==> src/rtl/edc_pkg.sv <==
package edc_pkg;
    localparam int unsigned CRC_W    = 16;
    localparam logic [15:0] GEN_POLY = 16'h1021;   // x^16 + x^12 + x^5 + 1

    typedef enum logic [1:0] {
        PH_BODY  = 2'd0,
        PH_CHECK = 2'd1,
        PH_DONE  = 2'd2
    } phase_e;
endpackage

==> src/rtl/edc_shift.sv <==
module edc_shift #(
    parameter int unsigned     W    = 16,
    parameter logic [W-1:0]    POLY = 16'h1021
) (
    input  logic         clk,
    input  logic         rst_n,
    input  logic         load_i,
    input  logic         step_i,
    input  logic         inhibit_i,
    input  logic         din_i,
    output logic [W-1:0] crc_o
);
    typedef struct packed {
        logic [W-1:0] crc;
    } shift_st;

    shift_st      st_d, st_q;
    logic [W-1:0] shifted;
    logic         fb;

    assign fb = (din_i ^ st_q.crc[W-1]) & ~inhibit_i;

    for (genvar i = 0; i < W; i++) begin : g_tap
        if (i == 0) begin : g_in
            assign shifted[i] = fb;
        end else if (POLY[i]) begin : g_xor
            assign shifted[i] = st_q.crc[i-1] ^ fb;
        end else begin : g_pass
            assign shifted[i] = st_q.crc[i-1];
        end
    end

    always_comb begin
        st_d = st_q;
        if (load_i) begin
            st_d.crc = '1;
        end else if (step_i) begin
            st_d.crc = shifted;
        end
    end

    always_ff @(posedge clk or negedge rst_n) begin
        if (!rst_n) begin
            st_q.crc <= '1;
        end else begin
            st_q <= st_d;
        end
    end

    assign crc_o = st_q.crc;


    preset_fill_chk: assert property (@(posedge clk) disable iff (!rst_n)
        load_i |=> (crc_o == '1));

    plain_shift_chk: assert property (@(posedge clk) disable iff (!rst_n)
        (step_i && !load_i && inhibit_i) |=> (crc_o == {$past(crc_o[W-2:0]), 1'b0}));

    feedback_in_chk: assert property (@(posedge clk) disable iff (!rst_n)
        (step_i && !load_i && !inhibit_i) |=> (crc_o[0] == ($past(din_i) ^ $past(crc_o[W-1]))));

    idle_hold_chk: assert property (@(posedge clk) disable iff (!rst_n)
        (!step_i && !load_i) |=> $stable(crc_o));
endmodule

==> src/rtl/edc_seq.sv <==
module edc_seq
    import edc_pkg::*;
#(
    parameter int unsigned BODY_BITS = 1032,
    parameter int unsigned CHK_BITS  = 16
) (
    input  logic   clk,
    input  logic   rst_n,
    input  logic   preset_i,
    input  logic   wr_mode_i,
    input  logic   bit_vld_i,
    output phase_e phase_o,
    output logic   wr_o,
    output logic   take_o,
    output logic   inhibit_o
);
    localparam int unsigned MAX_LEN = (BODY_BITS > CHK_BITS) ? BODY_BITS : CHK_BITS;
    localparam int unsigned CNT_W   = $clog2(MAX_LEN + 1);
    localparam logic [CNT_W-1:0] BODY_LAST = CNT_W'(BODY_BITS - 1);
    localparam logic [CNT_W-1:0] CHK_LAST  = CNT_W'(CHK_BITS - 1);

    typedef struct packed {
        phase_e           phase;
        logic             wr;
        logic [CNT_W-1:0] cnt;
    } seq_st;

    seq_st            st_d, st_q;
    logic             take;
    logic [CNT_W-1:0] last_idx;

    assign take     = bit_vld_i && !preset_i && (st_q.phase != PH_DONE);
    assign last_idx = (st_q.phase == PH_BODY) ? BODY_LAST : CHK_LAST;

    always_comb begin
        st_d = st_q;
        if (preset_i) begin
            st_d.phase = PH_BODY;
            st_d.wr    = wr_mode_i;
            st_d.cnt   = '0;
        end else if (take) begin
            if (st_q.cnt == last_idx) begin
                st_d.cnt   = '0;
                st_d.phase = (st_q.phase == PH_BODY) ? PH_CHECK : PH_DONE;
            end else begin
                st_d.cnt = st_q.cnt + 1'b1;
            end
        end
    end

    always_ff @(posedge clk or negedge rst_n) begin
        if (!rst_n) begin
            st_q.phase <= PH_BODY;
            st_q.wr    <= 1'b0;
            st_q.cnt   <= '0;
        end else begin
            st_q <= st_d;
        end
    end

    assign phase_o   = st_q.phase;
    assign wr_o      = st_q.wr;
    assign take_o    = take;
    assign inhibit_o = st_q.wr && (st_q.phase == PH_CHECK);


    preset_wins_chk: assert property (@(posedge clk) disable iff (!rst_n)
        preset_i |=> (st_q.cnt == '0 && st_q.phase == PH_BODY && st_q.wr == $past(wr_mode_i)));

    done_hold_chk: assert property (@(posedge clk) disable iff (!rst_n)
        (st_q.phase == PH_DONE && !preset_i) |=> (st_q.phase == PH_DONE && $stable(st_q.wr)));

    body_bound_chk: assert property (@(posedge clk) disable iff (!rst_n)
        (st_q.phase == PH_BODY) |-> (st_q.cnt <= BODY_LAST));

    check_bound_chk: assert property (@(posedge clk) disable iff (!rst_n)
        (st_q.phase == PH_CHECK) |-> (st_q.cnt <= CHK_LAST));

    idle_count_chk: assert property (@(posedge clk) disable iff (!rst_n)
        (!bit_vld_i && !preset_i) |=> $stable(st_q));
endmodule

==> src/rtl/edc_resid.sv <==
module edc_resid
    import edc_pkg::*;
#(
    parameter int unsigned W = 16
) (
    input  logic         clk,
    input  logic         rst_n,
    input  phase_e       phase_i,
    input  logic         wr_i,
    input  logic [W-1:0] crc_i,
    output logic         err_o
);
    logic residue_nz;

    assign residue_nz = |crc_i;
    assign err_o      = (phase_i == PH_DONE) && !wr_i && residue_nz;


    wr_quiet_chk: assert property (@(posedge clk) disable iff (!rst_n)
        wr_i |-> !err_o);

    early_quiet_chk: assert property (@(posedge clk) disable iff (!rst_n)
        (phase_i != PH_DONE) |-> !err_o);
endmodule

==> src/rtl/crc16_rec_edc.sv <==
module crc16_rec_edc
    import edc_pkg::*;
#(
    parameter int unsigned MARK_BYTES  = 1,
    parameter int unsigned FIELD_BYTES = 128
) (
    input  logic clk,
    input  logic rst_n,
    input  logic preset_i,
    input  logic wr_mode_i,
    input  logic bit_vld_i,
    input  logic bit_i,
    output logic ser_o,
    output logic err_o
);
    localparam int unsigned BODY_BITS = (MARK_BYTES + FIELD_BYTES) * 8;

    phase_e           phase;
    logic             wr_mode;
    logic             take;
    logic             inhibit;
    logic [CRC_W-1:0] crc;

    edc_seq #(
        .BODY_BITS (BODY_BITS),
        .CHK_BITS  (CRC_W)
    ) u_seq (
        .clk       (clk),
        .rst_n     (rst_n),
        .preset_i  (preset_i),
        .wr_mode_i (wr_mode_i),
        .bit_vld_i (bit_vld_i),
        .phase_o   (phase),
        .wr_o      (wr_mode),
        .take_o    (take),
        .inhibit_o (inhibit)
    );

    edc_shift #(
        .W    (CRC_W),
        .POLY (GEN_POLY)
    ) u_shift (
        .clk       (clk),
        .rst_n     (rst_n),
        .load_i    (preset_i),
        .step_i    (take),
        .inhibit_i (inhibit),
        .din_i     (bit_i),
        .crc_o     (crc)
    );

    edc_resid #(
        .W (CRC_W)
    ) u_resid (
        .clk     (clk),
        .rst_n   (rst_n),
        .phase_i (phase),
        .wr_i    (wr_mode),
        .crc_i   (crc),
        .err_o   (err_o)
    );

    assign ser_o = crc[CRC_W-1];


    err_hold_chk: assert property (@(posedge clk) disable iff (!rst_n)
        (err_o && !preset_i) |=> err_o);

    preset_clear_chk: assert property (@(posedge clk) disable iff (!rst_n)
        preset_i |=> (!err_o && ser_o));

    done_frozen_chk: assert property (@(posedge clk) disable iff (!rst_n)
        (phase == PH_DONE && !preset_i) |=> $stable(crc));
endmodule

==> config.mk <==
export PLATFORM = sky130hd
export DESIGN_NAME = crc16_rec_edc
export DESIGN_NICKNAME = d
export VERILOG_FILES = /design/src/rtl/edc_pkg.sv /design/src/rtl/edc_shift.sv /design/src/rtl/edc_seq.sv /design/src/rtl/edc_resid.sv /design/src/rtl/crc16_rec_edc.sv
export SDC_FILE = /design/constraint.sdc
export NUM_CORES = 1
export LEC_CHECK = 0
export BUFFER_PORTS_ARGS = -buffer_cell sky130_fd_sc_hd__buf_2
export CORE_MARGIN = 10
export CORE_UTILIZATION = 50
export CTS_CLUSTER_SIZE = 40
export DETAILED_ROUTE_END_ITERATION = 12
export PLACE_DENSITY = 0.76
export SYNTH_ARGS = -nofsm -noshare
export SYNTH_HDL_FRONTEND = slang
export SYNTH_SLANG_ARGS = --single-unit
==> constraint.sdc <==
create_clock -name clk -period 5.32 [get_ports clk]
set_input_delay 0.266 -clock clk [delete_from_list [all_inputs] [get_ports clk]]
set_output_delay 0.266 -clock clk [all_outputs]
set_load 0.02 [all_outputs]
### Word level (Yosys, flattened, before mapping)

Index checks and enable logic that the tools add are counted.

* output and inout port bits: 2
* latch bits: 0
* input port bits: 6
* memory bits (read-only): 0
* register bits: 30
* bits in writable memories: 0
* logic and storage cells: 36
* memories: 0

* muxes and demuxes: 10
* $add $sub $neg: 1
* divide/modulo/power cells: 0
* bitwise operators: 5
* eq/ne operators: 4
* shift-type cells: 0
* reductions and logical operators: 12
* $lt $le $gt $ge: 0
* $mul: 0

Operators by type and width (number)
* two-way mux 11 bit: 4
* two-way mux 16 bit: 2
* OR reduction 16 bit: 1
* adder 11 x 1 -> 11 bit, second input constant: 1
* == test 11 bit: 1
* two-way mux 2 bit: 4
* logical AND 1 bit: 5
* nonzero test 2 bit: 2
* XOR 1 bit: 3
* == test 2 x 1 -> 1 bit, second input constant: 1
* == test 2 bit, second input constant: 1
* logical NOT 1 bit: 2
* logical NOT 2 bit: 1
* != test 2 bit, second input constant: 1
* AND reduction 2 bit: 1
* bitwise AND 1 bit: 1
* inverter 1 bit: 1

### Longest topological paths before layout

* depth after elaboration: 7
* gate-level depth with buffers: 5
* mapped depth without buffers: 5

### Modules after synthesis

Synthesis repeated with hierarchy kept, for this count alone.

* cell total of the unflattened synthesis: 154
* area, all modules: 1644.1 um^2

Modules (own cells, without submodules)
* edc_seq: area each 823.3 um^2, cells an instance 83, instances 1, sequential area each 350.3 um^2
* edc_shift: area each 773.2 um^2, cells an instance 64, instances 1, sequential area each 420.4 um^2
* edc_resid: area each 47.5 um^2, cells an instance 7, instances 1, sequential area each 0.0 um^2

### Least setup slack after synthesis

Ideal clock, no wire load.

* kind: reg-to-reg
* from: register u_seq.st_q[8] (netlist bit)
* to: register u_seq.phase_o[0] (netlist name)
* cell stages (with the launch flop): 5
* arrival: 1.821 ns
* period minus slack after synthesis: 1.956 ns
* setup time: 0.135 ns
* path buffers: 0
* path slack: 3.364 ns
* data required time: 5.185 ns
* cell sequence: dfrtp_1 -> or4_1 -> or4_4 -> o311ai_2 -> o41ai_2

* word-level cells in the longest chain between the ends: 3

RTL lines
* start, declared: RTL line edc_seq.sv:28 `seq_st st_d, st_q;`
* start signal, assigned: RTL line edc_seq.sv:57 `st_q <= st_d;`
* == test 11 bit: RTL line edc_seq.sv:42 `if (st_q.cnt == last_idx) begin`
* nonzero test 2 bit (no line)
* AND reduction 2 bit (no line)

No other way between the ends.
A chain may end at the register's enable or synchronous reset.

### Worst setup path in the final report

* from: register u_seq.st_q[8] (netlist bit)
* to: register u_seq.st_q[5] (netlist bit)

* word-level cells in the longest chain between the ends: 4

RTL lines
* == test 11 bit: RTL line edc_seq.sv:42
* two-way mux 11 bit: RTL line edc_seq.sv:42
* two-way mux 11 bit: RTL line edc_seq.sv:41 `end else if (take) begin`
* two-way mux 11 bit: RTL line edc_seq.sv:37 `if (preset_i) begin`

No other way between the ends. The select of a mux whose other input is x is not followed.

==> results.txt <==
----------------------------------------------------
[Run status]
  Outcome ... completed

[Critical path]
  Arr. time, crit path ... around 2.3 ns
  Nature of the critical path endpoint ... register
  Critical Path Sink ... u_seq.st_q[5]
  Register-to-register path setup slack ... 3.22 ns
  Setup CP Type ... reg -> reg
  RR Endpoint ... u_seq.st_q[5]
  Startpoint kind of the worst setup timing path ... register
  Critical Path Start ... u_seq.st_q[8]
  Required arrival time at the worst endpoint ... about 5.5 ns
  Worst-path maximum fanout ... 6
  Reg-to-reg critical path startpoint ... u_seq.st_q[8]
  R2R depth ... 4

[Pwr]
  Total leakage power ... around 0.57 nW
  Share of power burned in combinational logic ... 0.062
  Clock power frac ... 0.353
  Cell Int Power ... roughly 0.31 mW
  Power per cell area ... 263 nW/um^2
  Net Sw Power ... just over 0.1 mW
  Part of the power in registers ... 0.585
  Worst vdd rail ir drop ... between 150 and 200 uV
  Sw Ratio ... 0.250

[CTS]
  Number of clock sinks seen by CTS ... 30
  Max H-tree Level ... 2
  Num CTS Buffers ... 5
  Insertion delay of the later-clocked pin in the worst-skew pair ... roughly 0.34 ns
  CTS tree ... built
  Clock transition at the registers of the reported paths ... roughly 0.10 ns
  Post-CTS Repair Setup Buffers ... 0
  Cell at the root of the clock tree ... sky130_fd_sc_hd__clkbuf_4
  CTS max path bufs ... 2

[Global route]
  Number of global-route vias before repair ... about 1200
  Overall Global Routing Usage ... 0.125
  Remaining Overflow, GRT ... 0
  Pin count of the biggest net entering global routing ... 31
  Initial antenna violation count ... 0
  First-pass GRT wire length ... about 5300 um

[Die]
  Full die area ... ~5400 sq um
  Die X-Extent ... approximately 74 um
  # rows ... 19
  I/O pin count ... 8
  Die height ... around 74 um
  Core outline area ... ~2800 sq um
  Starting density of the core ... 0.523

[Detailed routing]
  Detailed-route wire length ... between 3000 and 4000 um
  Residual antenna-violating net count after detailed routing ... 0
  Met2 Routed Length ... 1490 um
  Routed length on met1 ... 1290 um
  Initial drt markers ... around 120
  Detailed-router iteration count before antenna repair ... 4
  Met3 Routed Length ... ~160 um
  Number of design rule violations left after detail routing ... 0
  Wire length per cell after detailed routing ... 17.7 um
  Routed vias ... 1098
  Uppermost signal routing layer after detailed routing ... met4
  Detailed-route vias per instance ... around 6.4

[Placed design]
  Detailed Place HPWL ... roughly 2000 um
  Weighted congestion reported at the end of routability-driven placement ... a little under 0.8
  Cells after DPL ... roughly 160
  Number of buffers inserted by port buffering ... 7

[STA]
  Max-Slew Margin vs Limit ... 0.315
  Sum Neg Setup Slack ... 0 ns
  Count of pins over their slew limit ... 0
  Worst Hold Margin ... 0.155 ns
  Measured slew at the worst slew-check pin ... between 1 and 1.5 ns
  Unrepaired setup endpoints after global routing ... no
  Maximum clock frequency ... around 480 MHz
  Clock period minus final worst setup slack ... between 2 and 2.5 ns
  Fraction of the cycle the final worst path needs ... 0.395
  Final hold viol count ... 0
  Final setup fails ... 0
  Worst clock skew on the final layout ... about 0.018 ns

[Logic synthesis]
  Synthesized netlist cell count ... between 100 and 150
  Distinct cells, synth ... 36
  Ys async rst share ... 1.00
  Post-synthesis instance area ... about 1400 sq um
  Mapped Nets ... roughly 140
  Commonest register cell after synthesis ... sky130_fd_sc_hd__dfstp_2
  Total number of yosys warnings ... 0
  Avg Inst Size Synth ... 11.1 sq um
  Flip-flop and latch count after synthesis ... 30
  Number of enable flip-flop cells after synthesis ... 0
  Sequential cell area fraction in the yosys report ... 0.534

[Finish]
  Area grow syn2layout ... 8.41%
  Number of antenna cells inserted ... 0
  Final design utilization ... 0.567
  Share of post-route cells with drive strength above 1 ... 0.270
  Cell Count, Final, Fillers Out ... between 150 and 200
  Top library cells by usage in the layout, fill and taps aside ... sky130_fd_sc_hd__dfstp_2, sky130_fd_sc_hd__dfrtp_1, sky130_fd_sc_hd__o22a_1
  Most common library cell in the layout ignoring fill and taps ... sky130_fd_sc_hd__dfstp_2
  Fillers ... 240
  Number of nets in the final layout ... around 150

[Min path]
  Min-delay worst type ... in -> reg

[Job]
  MaxCap Viol Count ... 0

----------------------------------------------------
how the worst min path moves through the flow:
| stage | start | to | slack, ns | depth (start not counted) |
|---|---|---|---|---|
| 2_1_floorplan | rst_n | u_seq.phase_o[0] | -0.03 | 0 |
| 6_report | wr_mode_i | u_seq.wr_o | 0.15 | 2 |
| 3_5_place_dp | rst_n | u_seq.phase_o[1] | 0.32 | 1 |
| 3_3_place_gp | rst_n | u_seq.phase_o[1] | 0.31 | 1 |
| 5_1_grt | wr_mode_i | u_seq.wr_o | 0.13 | 2 |
| 4_1_cts | wr_mode_i | u_seq.wr_o | 0.15 | 2 |
sequential cells by signal, summed over array words and instances (netlist names):
signal         cells
u_seq.phase_o      2
u_seq.wr_o         1
u_shift.crc_o     16
u_seq.st_q        11
per-stage QoR:
stage / total power [mW] / setup slack [ns] / area [sq um]
6_report: 0.411 / 3.22 / 1560
5_1_grt: 0.431 / 3.05 / 1560
4_1_cts: 0.413 / 3.23 / 1560
3_5_place_dp: 0.269 / 3.24 / 1490
3_3_place_gp: 0.268 / 3.29 / 1490
2_1_floorplan: 0.258 / 3.36 / 1440
cell type report:
cell class | instances | area (sq um) | share of cell area
clock buffers | 7 | 55.1 | 0.0352
clock inverters | 1 | 5.00 | 0.00320
inverters | 4 | 15.0 | 0.00960
multi-input cells | 91 | 634 | 0.406
flip-flops and latches | 30 | 771 | 0.493
well taps | 31 | 38.8 | 0.0248
repair buffers | 8 | 45.0 | 0.0288
power by group through the flow:
stage | Combinational [mW] | Sequential, mW | Clock, mW
floorplan | 0.0158 | 0.242 | 0
global placement | 0.0243 | 0.243 | 0
detailed placement | 0.0254 | 0.244 | 0
CTS | 0.0261 | 0.240 | 0.147
global route | 0.0291 | 0.241 | 0.161
finish | 0.0256 | 0.240 | 0.145
cell families (layout without fill, tap and decap cells):
family,Yosys count,after routing,synth area share
simple gates,44,44,0.174
buf+inv,9,20,0.0260
fa+ha+maj,1,1,0.00867
mux,1,1,0.00781
flops,30,30,0.534
compound gates,40,40,0.219
xor+xnor,5,5,0.0304
worst max-delay path, stage by stage, from the launching register on:
cell and delay (ns):
sky130_fd_sc_hd__dfrtp_1 0.43, sky130_fd_sc_hd__or4_1 0.54, sky130_fd_sc_hd__or4_4 0.55, sky130_fd_sc_hd__o31ai_4 0.37, sky130_fd_sc_hd__a21oi_1 0.08
layer usage:
metal	track usage	up-vias
met5	0	-
met4	0.0807	0
met3	0.0525	11
met2	0.205	25
met1	0.128	548
li1	-	514
synth_stat cells (all sizes together) (3+ instances only):
cell | n | share of area
nand2 | 12 | 0.031
clkbuf | 3 | 0.0078
nand3 | 6 | 0.021
o31ai | 3 | 0.025
o21ai | 8 | 0.028
dfstp | 16 | 0.29
or3 | 7 | 0.031
xor2 | 3 | 0.018
or4 | 4 | 0.023
o22a | 13 | 0.079
a2bb2oi | 3 | 0.018
dfrtp | 14 | 0.24
nor4 | 6 | 0.026
a21oi | 8 | 0.028
inv | 4 | 0.010
timing repair:
action                                 in CTS  in global routing
setup endpoints to repair                   0                  0
endpoints found under the hold margin      14                  0
gates resized for setup                     0                  0
hold buffers                                1                  0
(Power assumes the default switching activity.)
